**config.mk**
```make
export PLATFORM = sky130hd
export DESIGN_NAME = cpwm3_top
export DESIGN_NICKNAME = d
export VERILOG_FILES = /design/src/rtl/cpwm_pkg.sv /design/src/rtl/cpwm_regs.sv /design/src/rtl/cpwm_tri_cnt.sv /design/src/rtl/cpwm_phase_out.sv /design/src/rtl/cpwm3_top.sv
export SDC_FILE = /design/constraint.sdc
export NUM_CORES = 1
export LEC_CHECK = 0
export ABC_AREA = 1
export ABC_CLOCK_PERIOD_IN_PS = 5300
export CAP_MARGIN = 5
export CORE_MARGIN = 3
export CORE_UTILIZATION = 50
export DETAILED_ROUTE_END_ITERATION = 7
export MAX_ROUTING_LAYER = met4
export PLACE_DENSITY_LB_ADDON = 0.3
export RECOVER_POWER = 25
export SETUP_SLACK_MARGIN = 0.02
export SLEW_MARGIN = 20
export SYNTH_ARGS = -nofsm -noshare
export SYNTH_HDL_FRONTEND = slang
export SYNTH_HIERARCHICAL = 1
export SYNTH_SLANG_ARGS = --single-unit
```
**constraint.sdc**
```tcl
create_clock -name clk -period 5.3 [get_ports clk]
set_clock_uncertainty 0.05 [all_clocks]
set_input_delay 1.06 -clock clk [delete_from_list [all_inputs] [get_ports clk]]
set_output_delay 1.06 -clock clk [all_outputs]
set_load 0.01 [all_outputs]
```
**src/rtl/cpwm_pkg.sv**
```systemverilog
`timescale 1ns/1ps
package cpwm_pkg;
    localparam int NPH    = 3;
    localparam int NOUT   = 2 * NPH;
    localparam int ADDR_W = 4;

    localparam logic [ADDR_W-1:0] ADDR_CTRL  = 4'd0;
    localparam logic [ADDR_W-1:0] ADDR_LIMIT = 4'd1;
    localparam logic [ADDR_W-1:0] ADDR_CYCLE = 4'd2;
    localparam logic [ADDR_W-1:0] ADDR_DUTY0 = 4'd3;
    localparam logic [ADDR_W-1:0] ADDR_DEAD  = 4'd6;
    localparam logic [ADDR_W-1:0] ADDR_LEVEL = 4'd7;

    typedef enum logic {MODE_IDLE, MODE_RUN} mode_e;
    typedef enum logic {DIR_UP, DIR_DOWN} dir_e;
endpackage

```
**src/rtl/cpwm_regs.sv**
```systemverilog
`timescale 1ns/1ps
module cpwm_regs
    import cpwm_pkg::*;
#(
    parameter int CW = 16
) (
    input  logic                     clk,
    input  logic                     rst_n,
    input  logic                     wr_en,
    input  logic [ADDR_W-1:0]        wr_addr,
    input  logic [CW-1:0]            wr_data,
    input  logic                     trough,
    output logic                     run,
    output logic [CW-1:0]            dead_q,
    output logic [NOUT-1:0]          level_q,
    output logic [CW-1:0]            lim_act,
    output logic [CW-1:0]            cyc_act,
    output logic [NPH-1:0][CW-1:0]   duty_act
);
    mode_e                   mode_q, mode_d;
    logic                    ctrl_wr;
    logic                    start;
    logic [CW-1:0]           lim_buf, cyc_buf;
    logic [NPH-1:0][CW-1:0]  duty_buf;

    assign ctrl_wr = wr_en && (wr_addr == ADDR_CTRL);

    always_comb begin
        mode_d = mode_q;
        unique case (mode_q)
            MODE_IDLE: if (ctrl_wr && wr_data[0])  mode_d = MODE_RUN;
            MODE_RUN:  if (ctrl_wr && !wr_data[0]) mode_d = MODE_IDLE;
        endcase
    end

    always_ff @(posedge clk) begin
        if (!rst_n) mode_q <= MODE_IDLE;
        else        mode_q <= mode_d;
    end

    always_comb begin
        run   = (mode_q == MODE_RUN);
        start = (mode_q == MODE_IDLE) && (mode_d == MODE_RUN);
    end

    always_ff @(posedge clk) begin
        if (!rst_n) begin
            lim_buf  <= '0;
            cyc_buf  <= '0;
            duty_buf <= '0;
            dead_q   <= '0;
            level_q  <= '1;
        end else if (wr_en) begin
            case (wr_addr)
                ADDR_LIMIT: lim_buf <= wr_data;
                ADDR_CYCLE: cyc_buf <= wr_data;
                ADDR_DEAD:  if (mode_q == MODE_IDLE) dead_q <= wr_data;
                ADDR_LEVEL: if (mode_q == MODE_IDLE) level_q <= wr_data[NOUT-1:0];
                default: ;
            endcase
            for (int i = 0; i < NPH; i++) begin
                if (wr_addr == ADDR_W'(int'(ADDR_DUTY0) + i)) duty_buf[i] <= wr_data;
            end
        end
    end

    always_ff @(posedge clk) begin
        if (!rst_n) begin
            lim_act  <= '0;
            cyc_act  <= '0;
            duty_act <= '0;
        end else if (start) begin
            lim_act  <= lim_buf;
            cyc_act  <= cyc_buf;
            duty_act <= duty_buf;
        end else if (run && trough) begin
            duty_act <= duty_buf;
        end
    end


    dead_lock_chk: assert property (@(posedge clk) disable iff (!rst_n)
        run && $past(run) |-> $stable(dead_q));


    level_lock_chk: assert property (@(posedge clk) disable iff (!rst_n)
        run && $past(run) |-> $stable(level_q));


    duty_hold_chk: assert property (@(posedge clk) disable iff (!rst_n)
        run && $past(run) && !$past(trough) |-> $stable(duty_act));
endmodule

```
**src/rtl/cpwm_tri_cnt.sv**
```systemverilog
`timescale 1ns/1ps
module cpwm_tri_cnt
    import cpwm_pkg::*;
#(
    parameter int CW = 16
) (
    input  logic          clk,
    input  logic          rst_n,
    input  logic          run,
    input  logic [CW-1:0] lo,
    input  logic [CW-1:0] hi,
    output logic [CW-1:0] cnt,
    output logic          at_trough
);
    dir_e dir_q;

    always_ff @(posedge clk) begin
        if (!rst_n) begin
            cnt   <= '0;
            dir_q <= DIR_UP;
        end else if (!run) begin
            cnt   <= lo;
            dir_q <= DIR_UP;
        end else begin
            unique case (dir_q)
                DIR_UP: begin
                    if (cnt >= hi) begin
                        cnt   <= cnt - 1'b1;
                        dir_q <= DIR_DOWN;
                    end else begin
                        cnt <= cnt + 1'b1;
                    end
                end
                DIR_DOWN: begin
                    if (cnt <= lo) begin
                        cnt   <= cnt + 1'b1;
                        dir_q <= DIR_UP;
                    end else begin
                        cnt <= cnt - 1'b1;
                    end
                end
            endcase
        end
    end

    assign at_trough = run && (dir_q == DIR_DOWN) && (cnt <= lo);


    unit_step_chk: assert property (@(posedge clk) disable iff (!rst_n)
        run && $past(run) |-> (cnt == CW'($past(cnt) + 1'b1)) || (cnt == CW'($past(cnt) - 1'b1)));


    cnt_range_chk: assert property (@(posedge clk) disable iff (!rst_n)
        run && (hi > lo) |-> (cnt >= lo) && (cnt <= hi));
endmodule

```
**src/rtl/cpwm_phase_out.sv**
```systemverilog
`timescale 1ns/1ps
module cpwm_phase_out #(
    parameter int CW = 16
) (
    input  logic          clk,
    input  logic          rst_n,
    input  logic          run,
    input  logic [CW-1:0] cnt_lead,
    input  logic [CW-1:0] cnt_trail,
    input  logic [CW-1:0] duty,
    input  logic          lvl_p,
    input  logic          lvl_n,
    output logic          out_p,
    output logic          out_n
);
    logic pos_act, neg_act;

    always_comb begin
        pos_act = (cnt_lead <= duty);
        neg_act = (cnt_trail > duty);
    end

    always_ff @(posedge clk) begin
        if (!rst_n) begin
            out_p <= 1'b0;
            out_n <= 1'b0;
        end else if (run) begin
            out_p <= pos_act ? lvl_p : ~lvl_p;
            out_n <= neg_act ? lvl_n : ~lvl_n;
        end else begin
            out_p <= ~lvl_p;
            out_n <= ~lvl_n;
        end
    end


    pair_excl_chk: assert property (@(posedge clk) disable iff (!rst_n)
        run |=> !((out_p == $past(lvl_p)) && (out_n == $past(lvl_n))));


    idle_level_chk: assert property (@(posedge clk) disable iff (!rst_n)
        !run |=> (out_p == ~$past(lvl_p)) && (out_n == ~$past(lvl_n)));
endmodule

```
**src/rtl/cpwm3_top.sv**
```systemverilog
`timescale 1ns/1ps
module cpwm3_top
    import cpwm_pkg::*;
#(
    parameter int CW = 16
) (
    input  logic              clk,
    input  logic              rst_n,
    input  logic              wr_en,
    input  logic [ADDR_W-1:0] wr_addr,
    input  logic [CW-1:0]     wr_data,
    output logic [NPH-1:0]    pwm_p,
    output logic [NPH-1:0]    pwm_n
);
    logic                    run;
    logic [CW-1:0]           dead_q, lim_act, cyc_act;
    logic [NOUT-1:0]         level_q;
    logic [NPH-1:0][CW-1:0]  duty_act;
    logic [CW-1:0]           cnt_lead, cnt_trail;
    logic                    trough_lead, trough_trail;

    cpwm_regs #(.CW(CW)) u_regs (
        .clk(clk), .rst_n(rst_n), .wr_en(wr_en), .wr_addr(wr_addr),
        .wr_data(wr_data), .trough(trough_trail), .run(run),
        .dead_q(dead_q), .level_q(level_q), .lim_act(lim_act),
        .cyc_act(cyc_act), .duty_act(duty_act)
    );

    cpwm_tri_cnt #(.CW(CW)) u_cnt_lead (
        .clk(clk), .rst_n(rst_n), .run(run), .lo(dead_q), .hi(lim_act),
        .cnt(cnt_lead), .at_trough(trough_lead)
    );

    cpwm_tri_cnt #(.CW(CW)) u_cnt_trail (
        .clk(clk), .rst_n(rst_n), .run(run), .lo('0), .hi(cyc_act),
        .cnt(cnt_trail), .at_trough(trough_trail)
    );

    for (genvar g = 0; g < NPH; g++) begin : g_phase
        cpwm_phase_out #(.CW(CW)) u_phase (
            .clk(clk), .rst_n(rst_n), .run(run),
            .cnt_lead(cnt_lead), .cnt_trail(cnt_trail), .duty(duty_act[g]),
            .lvl_p(level_q[g]), .lvl_n(level_q[NPH+g]),
            .out_p(pwm_p[g]), .out_n(pwm_n[g])
        );
    end


    trough_align_chk: assert property (@(posedge clk) disable iff (!rst_n)
        (cyc_act != '0) && (({1'b0, cyc_act} + {1'b0, dead_q}) == {1'b0, lim_act})
        |-> (trough_lead == trough_trail));
endmodule

```
==> Word level (Yosys, flattened, before mapping) <==
Index checks and enable logic that the tools add are counted.
{ "classes": {"n_eq_ne": 7, "order_cmp": 10, "n_bitwise": 9, "mux": 30, "n_addsub": 4, "reduce_logical": 18} }
{ "op_table": {"columns": ["cell", "count"], "rows": [
  ["$mux W48", 2],
  ["$mux W16", 5],
  ["$le A16 B16 Y1", 4],
  ["$pmux W16 S2", 2],
  ["$gt A16 B16 Y1", 3],
  ["$add A16 B1 Y16 const B", 2],
  ["$ge A16 B16 Y1", 2],
  ["$sub A16 B1 Y16 const B", 2],
  ["$mux W1", 18],
  ["$eq A4 B3 Y1 const B", 4],
  ["$le A16 B1 Y1 const B", 1],
  ["$reduce_and A2 Y1", 6],
  ["$not A1 Y1", 9],
  ["$eq A4 B2 Y1 const B", 2],
  ["$logic_and A1 B1 Y1", 7],
  ["$pmux W1 S2", 3],
  ["$reduce_and A3 Y1", 2],
  ["$eq A4 B1 Y1 const B", 1],
  ["$logic_not A4 Y1", 1],
  ["$reduce_bool A2 Y1", 1],
  ["$logic_not A1 Y1", 1]
]} }
{ "totals": {"ff_bits": 223, "output_inout_bits": 6} }

==> Logic depth before layout (Yosys ltp) <==
{ "depth": {"depth_word": 7, "depth_mapped": 19} }

==> Hierarchy <==
Netlist, hierarchy kept.
{ "modules_own_cells": {"columns": ["module", "seq_area_each_um2", "instances", "cells_per_inst", "area_each_um2"], "rows": [
  ["cpwm_regs", 3663.5, 1, 915, 6895.4],
  ["cpwm_tri_cnt", 340.3, 2, 370, 2347.3],
  ["cpwm_phase_out", 40.0, 3, 135, 875.8],
  ["cpwm3_top", 0.0, 1, 1, 3.8]
]} }

==> Least setup slack after synthesis <==
OpenSTA, ideal clock, no wires.
{ "synth_path": {"path_type": "reg2reg", "start": "register u_cnt_trail.cnt[7]", "end": "register u_regs/duty_act[0] (netlist name)", "n_path_buf": 2, "setup_slack_ns": 3.031, "arrival_ns": 2.104, "stages_incl_launch_ff": 15, "synth_period_minus_slack_ns": 2.269, "setup_ns": 0.115, "path_cell_list": "dfxtp_1 ha_1 a21o_1 nor2_1 nand2_1 nand2_1 nand2_1 nand2_1 nand2_1 nor2_1 nand2_1 buf_2 buf_1 a21oi_1 nor2_1"} }
{ "synth_between": {"elab_chain_cells": 4} }
{ "synth_lines": {"columns": ["item", "line", "source"], "rows": [
  ["start, declared", "cpwm_tri_cnt.sv:12", "output logic [CW-1:0] cnt,"],
  ["start signal, assigned", "cpwm_tri_cnt.sv:22", "cnt <= lo;"],
  ["start signal, assigned", "cpwm_tri_cnt.sv:28", "cnt <= cnt - 1'b1;"],
  ["start signal, assigned", "cpwm_tri_cnt.sv:31", "cnt <= cnt + 1'b1;"],
  ["$le A16 B1 Y1", "cpwm_tri_cnt.sv:46", "assign at_trough = run && (dir_q == DIR_DOWN) && (cnt <= lo);"],
  ["$logic_and A1 B1 Y1", "cpwm_tri_cnt.sv:46", null],
  ["net trough_trail", "cpwm3_top.sv:20", "logic trough_lead, trough_trail;"],
  ["$logic_and A1 B1 Y1", "cpwm_regs.sv:76", "end else if (run && trough) begin"],
  ["$reduce_bool A2 Y1 (no source line)", null, null],
  ["end signal, assigned", "cpwm_regs.sv:75", "duty_act <= duty_buf;"],
  ["end signal, assigned", "cpwm_regs.sv:77", "duty_act <= duty_buf;"],
  ["end, declared", "cpwm_regs.sv:18", "output logic [NPH-1:0][CW-1:0] duty_act"]
]} }
The timed path passes the listed nets, and every way through them passes these cells.
A chain may end at the register's enable or synchronous reset.

==> Worst setup path in the final report <==
{ "layout_path": {"start": "input port wr_addr[2]", "end": "register u_regs.cyc_act[4]"} }
{ "layout_between": {"elab_chain_cells": 6, "word_cells_on_any_way": 8} }
{ "layout_lines": {"columns": ["item", "line", "source"], "rows": [
  ["start, declared", "cpwm3_top.sv:10", "input logic [ADDR_W-1:0] wr_addr,"],
  ["$logic_not A4 Y1 *", "cpwm_regs.sv:26", "assign ctrl_wr = wr_en && (wr_addr == ADDR_CTRL);"],
  ["$logic_and A1 B1 Y1 *", "cpwm_regs.sv:26", null],
  ["$logic_and A1 B1 Y1, on equally long branches", "cpwm_regs.sv:32, cpwm_regs.sv:31", null],
  ["$mux W1, on equally long branches", "cpwm_regs.sv:32, cpwm_regs.sv:31", null],
  ["$pmux W1 S2 *", "cpwm_regs.sv:30", "unique case (mode_q)"],
  ["$logic_and A1 B1 Y1 *", "cpwm_regs.sv:43", "start = (mode_q == MODE_IDLE) && (mode_d == MODE_RUN);"],
  ["end signal, assigned", "cpwm_regs.sv:74", "cyc_act <= cyc_buf;"],
  ["end, declared", "cpwm_regs.sv:17", "output logic [CW-1:0] cyc_act,"]
]} }
Every way passes the cells marked *; elsewhere a longest branch is shown, timed or not.

==> summary.txt <==
Clock tree
  – Sink Count: ~220
  – Post-CTS Setup Bufs: 0
  – Clk root buf: clkbuf_16
  – H-tree Lvls: 1
  – Num CTS Buffers: 25
  – Worst-Skew Late Latency: 0.52 ns
  – Worst-path clk slew: around 0.060 ns
  – Clock Path Buffers: 3
  – CTS tree: built
  – CTS Hold Bufs: 0
  – Resized Gates After CTS: 0

Logic synthesis
  – Cells after Synth: 2059
  – Synth warn: 6
  – Post-Syn Area: about 14000 sq um
  – Post-Syn Area per Cell: between 6 and 7 sq um

Status
  – Status: finished, final reports clean

Timing
  – Max Clk Rate: 297.6 MHz
  – Fin crit period: around 3.4 ns
  – RSZ-0062 raised after global routing: no
  – Fin crit share: between 60% and 70%
  – Hold_ws: between 0.3 and 0.4 ns
  – Max Slew Vio Count: 0
  – Fin Setup TNS: 0 ns
  – Final setup fails: 0
  – Least-Margin Pin Slew: around 1.3 ns
  – Slew Limit Headroom: between 10% and 20%
  – Fin. Hold Viols: 0

Power and ir drop
  – Clock share of power: around two fifths
  – Leak: around 7.2 nW
  – Sw Share: roughly 29%
  – Peak VDD IR: 188.4 uV
  – Sw Pwr: roughly 1.2 mW
  – P per Cell Area: roughly 260 nW/um^2
  – Pint: about 2.9 mW
  – Register share of total power: between 40% and 50%
  – Power share of the combinational group: between 15 and 20%

Worst setup path
  – Crit-path max FO: 59
  – Worst reg2reg startpoint: u_cnt_trail/cnt[5]
  – Worst Setup End Kind: flip-flop
  – R2r endpoint: u_regs/duty_act[42]
  – Critical Path Source Type: primary input
  – CP dominant cell by count: nor2_1
  – Register-to-register setup slack: about 2.0 ns
  – WP depth: 6
  – Worst r2r path cells: 14
  – Slowest stage delay, CP: just under 0.8 ns
  – Critical path origin: wr_addr[2]
  – CP arrival: 3.72 ns
  – CP endpoint: u_regs/cyc_act[4]
  – Crit-path slowest cell: nand4_4
  – CP Cell Sequence: dlygate4sd3_1 > nor2_1 > nand4_4 > buf_4 > o21ai_0 > nor2_1
  – WS Path Type: primary input to flip-flop
  – CP delay by family, top: buffers and inverters
  – WP buf/inv: 2
  – Critical path required time: around 5.7 ns

Layout
  – Post-Route Utilization: 55.39%
  – Area grow syn2layout: 8.865%
  – Final Instance Area: 15470 sq um
  – Finished Layout Cells: 2473
  – Final antenna diode count: 0
  – Share of cells above drive strength 1: just under 5%
  – Most frequent cells in the layout: nand2_1 (327), inv_1 (319), nor2_1 (304)
  – Final layout net count: roughly 2300
  – Commonest non-fill, non-tap cell in the layout: nand2_1
  – # fillers: ~2800

Detailed routing
  – Via/cell ratio: ~5.3
  – Final ANT Viol Nets: 0
  – Number of DRC markers in iteration 0: around 1100
  – Drt wl/cell: 15.88 microns
  – Remaining DRCs: 0
  – DR vias: roughly 13000
  – DRT Wirelength: 39270 microns
  – Drt pass-1 iters: 5

Min path
  – Worst hold path type: flip-flop to flip-flop

Global routing
  – GR peak layer: met2
  – GRT Util Overall: between 20% and 30%
  – Met2 usage: 39.58%
  – First-pass GRT wire length: approximately 62000 microns
  – Met3 usage: under 10%
  – Met1 usage: between 30 and 40%
  – Largest net degree at the start of global routing: approximately 110
  – Antenna violations before repair: 0
  – Vias in the first global route: roughly 12000
  – Gr ovfl total: 0

Placed design
  – Post-Place Cell Area: approximately 15000 sq um
  – IO buf count: 28
  – Placed Cells incl. Taps: 2428
  – Placer Congestion: approximately 0.9
  – Post-DP HPWL: 27630 microns

Floorplan
  – Die H: about 170 microns
  – Die area: between 30000 and 40000 sq um
  – Core region area: 27930 sq um
  – Initial core utilization: between 50% and 60%
  – # rows: a little over 60
  – Die Wd: around 170 microns
  – I/O pin cnt: 29

Job
  – Max-Cap Viols: 0
==> through the flow <==
step                setup WS, ns  total power [mW]
finish                     1.939             4.031
CTS                        1.990             4.060
global placement           1.759             2.420
floorplan                  3.031             2.267
detailed placement         1.650             2.439
global route               1.557             4.225
==> power by group through the flow <==
| stage | clock network, mW | logic (mW) | registers [mW] |
|---|---|---|---|
| 2_1_floorplan | 0 | 0.484 | 1.78 |
| 3_3_place_gp | 0 | 0.615 | 1.80 |
| 3_5_place_dp | 0 | 0.634 | 1.81 |
| 4_1_cts | 1.65 | 0.638 | 1.77 |
| 5_1_grt | 1.72 | 0.729 | 1.77 |
| 6_report | 1.62 | 0.639 | 1.77 |
==> layer usage <==
metal | share of wire [%] | vias up
li1 | - | 6591
met1 | 46 | 6037
met2 | 44 | 414
met3 | 7.2 | 60
met4 | 3.0 | 0
met5 | 0 | -
==> cell type report <==
class | count | area (sq um) | share of cell area, %
Timing Repair Buffer | 41 | 380.4 | 2.458
Tap cell | 378 | 473.0 | 3.057
Multi-Input combinational cell | 1455 | 8159 | 52.73
Inverter | 331 | 1242 | 8.029
Clock inverter | 9 | 57.56 | 0.3720
Clock buffer | 36 | 696.9 | 4.504
Sequential cell | 223 | 4464 | 28.85
==> worst reg2reg max path: stages (launching register included) <==
cell	delay (ns)
dfxtp_1	0.68
ha_1	0.35
a21oi_1	0.15
nor2_1	0.05
nor2_1	0.10
nand2_1	0.06
nand2_1	0.06
nand2_1	0.09
nand2_1	0.10
nand2_1	0.06
nor2_1	0.11
nand2_2	0.53
buf_4	0.48
a21oi_1	0.24
nor2_1	0.10
==> how the worst min path moves through the flow <==
| stage | startpoint | endpoint | cells past startpoint |
|---|---|---|---|
| 6_report | u_regs/dead_q[3] | u_regs/dead_q[3] | 2 |
| 2_1_floorplan | u_regs/duty_buf[0] | u_regs/duty_buf[0] | 2 |
| 5_1_grt | u_regs/duty_buf[13] | u_regs/duty_buf[13] | 2 |
| 4_1_cts | u_regs/duty_buf[12] | u_regs/duty_buf[12] | 2 |
| 3_5_place_dp | u_regs/dead_q[3] | u_regs/dead_q[3] | 2 |
| 3_3_place_gp | u_regs/dead_q[5] | u_regs/dead_q[5] | 2 |
==> registers in the layout, summed over array words and instances (netlist names) <==
| register | count |
|---|---|
| u_regs/duty_act | 48 |
| u_regs/dead_q | 16 |
| u_cnt_lead/cnt | 16 |
| u_regs/duty_buf | 48 |
| u_regs/level_q | 6 |
| u_cnt_lead/dir_q | 1 |
| g_phase.u_phase/out_p | 3 |
| u_regs/run | 1 |
| u_regs/lim_act | 16 |
| g_phase.u_phase/out_n | 3 |
| u_cnt_trail/dir_q | 1 |
| u_regs/lim_buf | 16 |
| u_regs/cyc_buf | 16 |
| u_cnt_trail/cnt | 16 |
| u_regs/cyc_act | 16 |
Power figures use the tool's default switching activity.
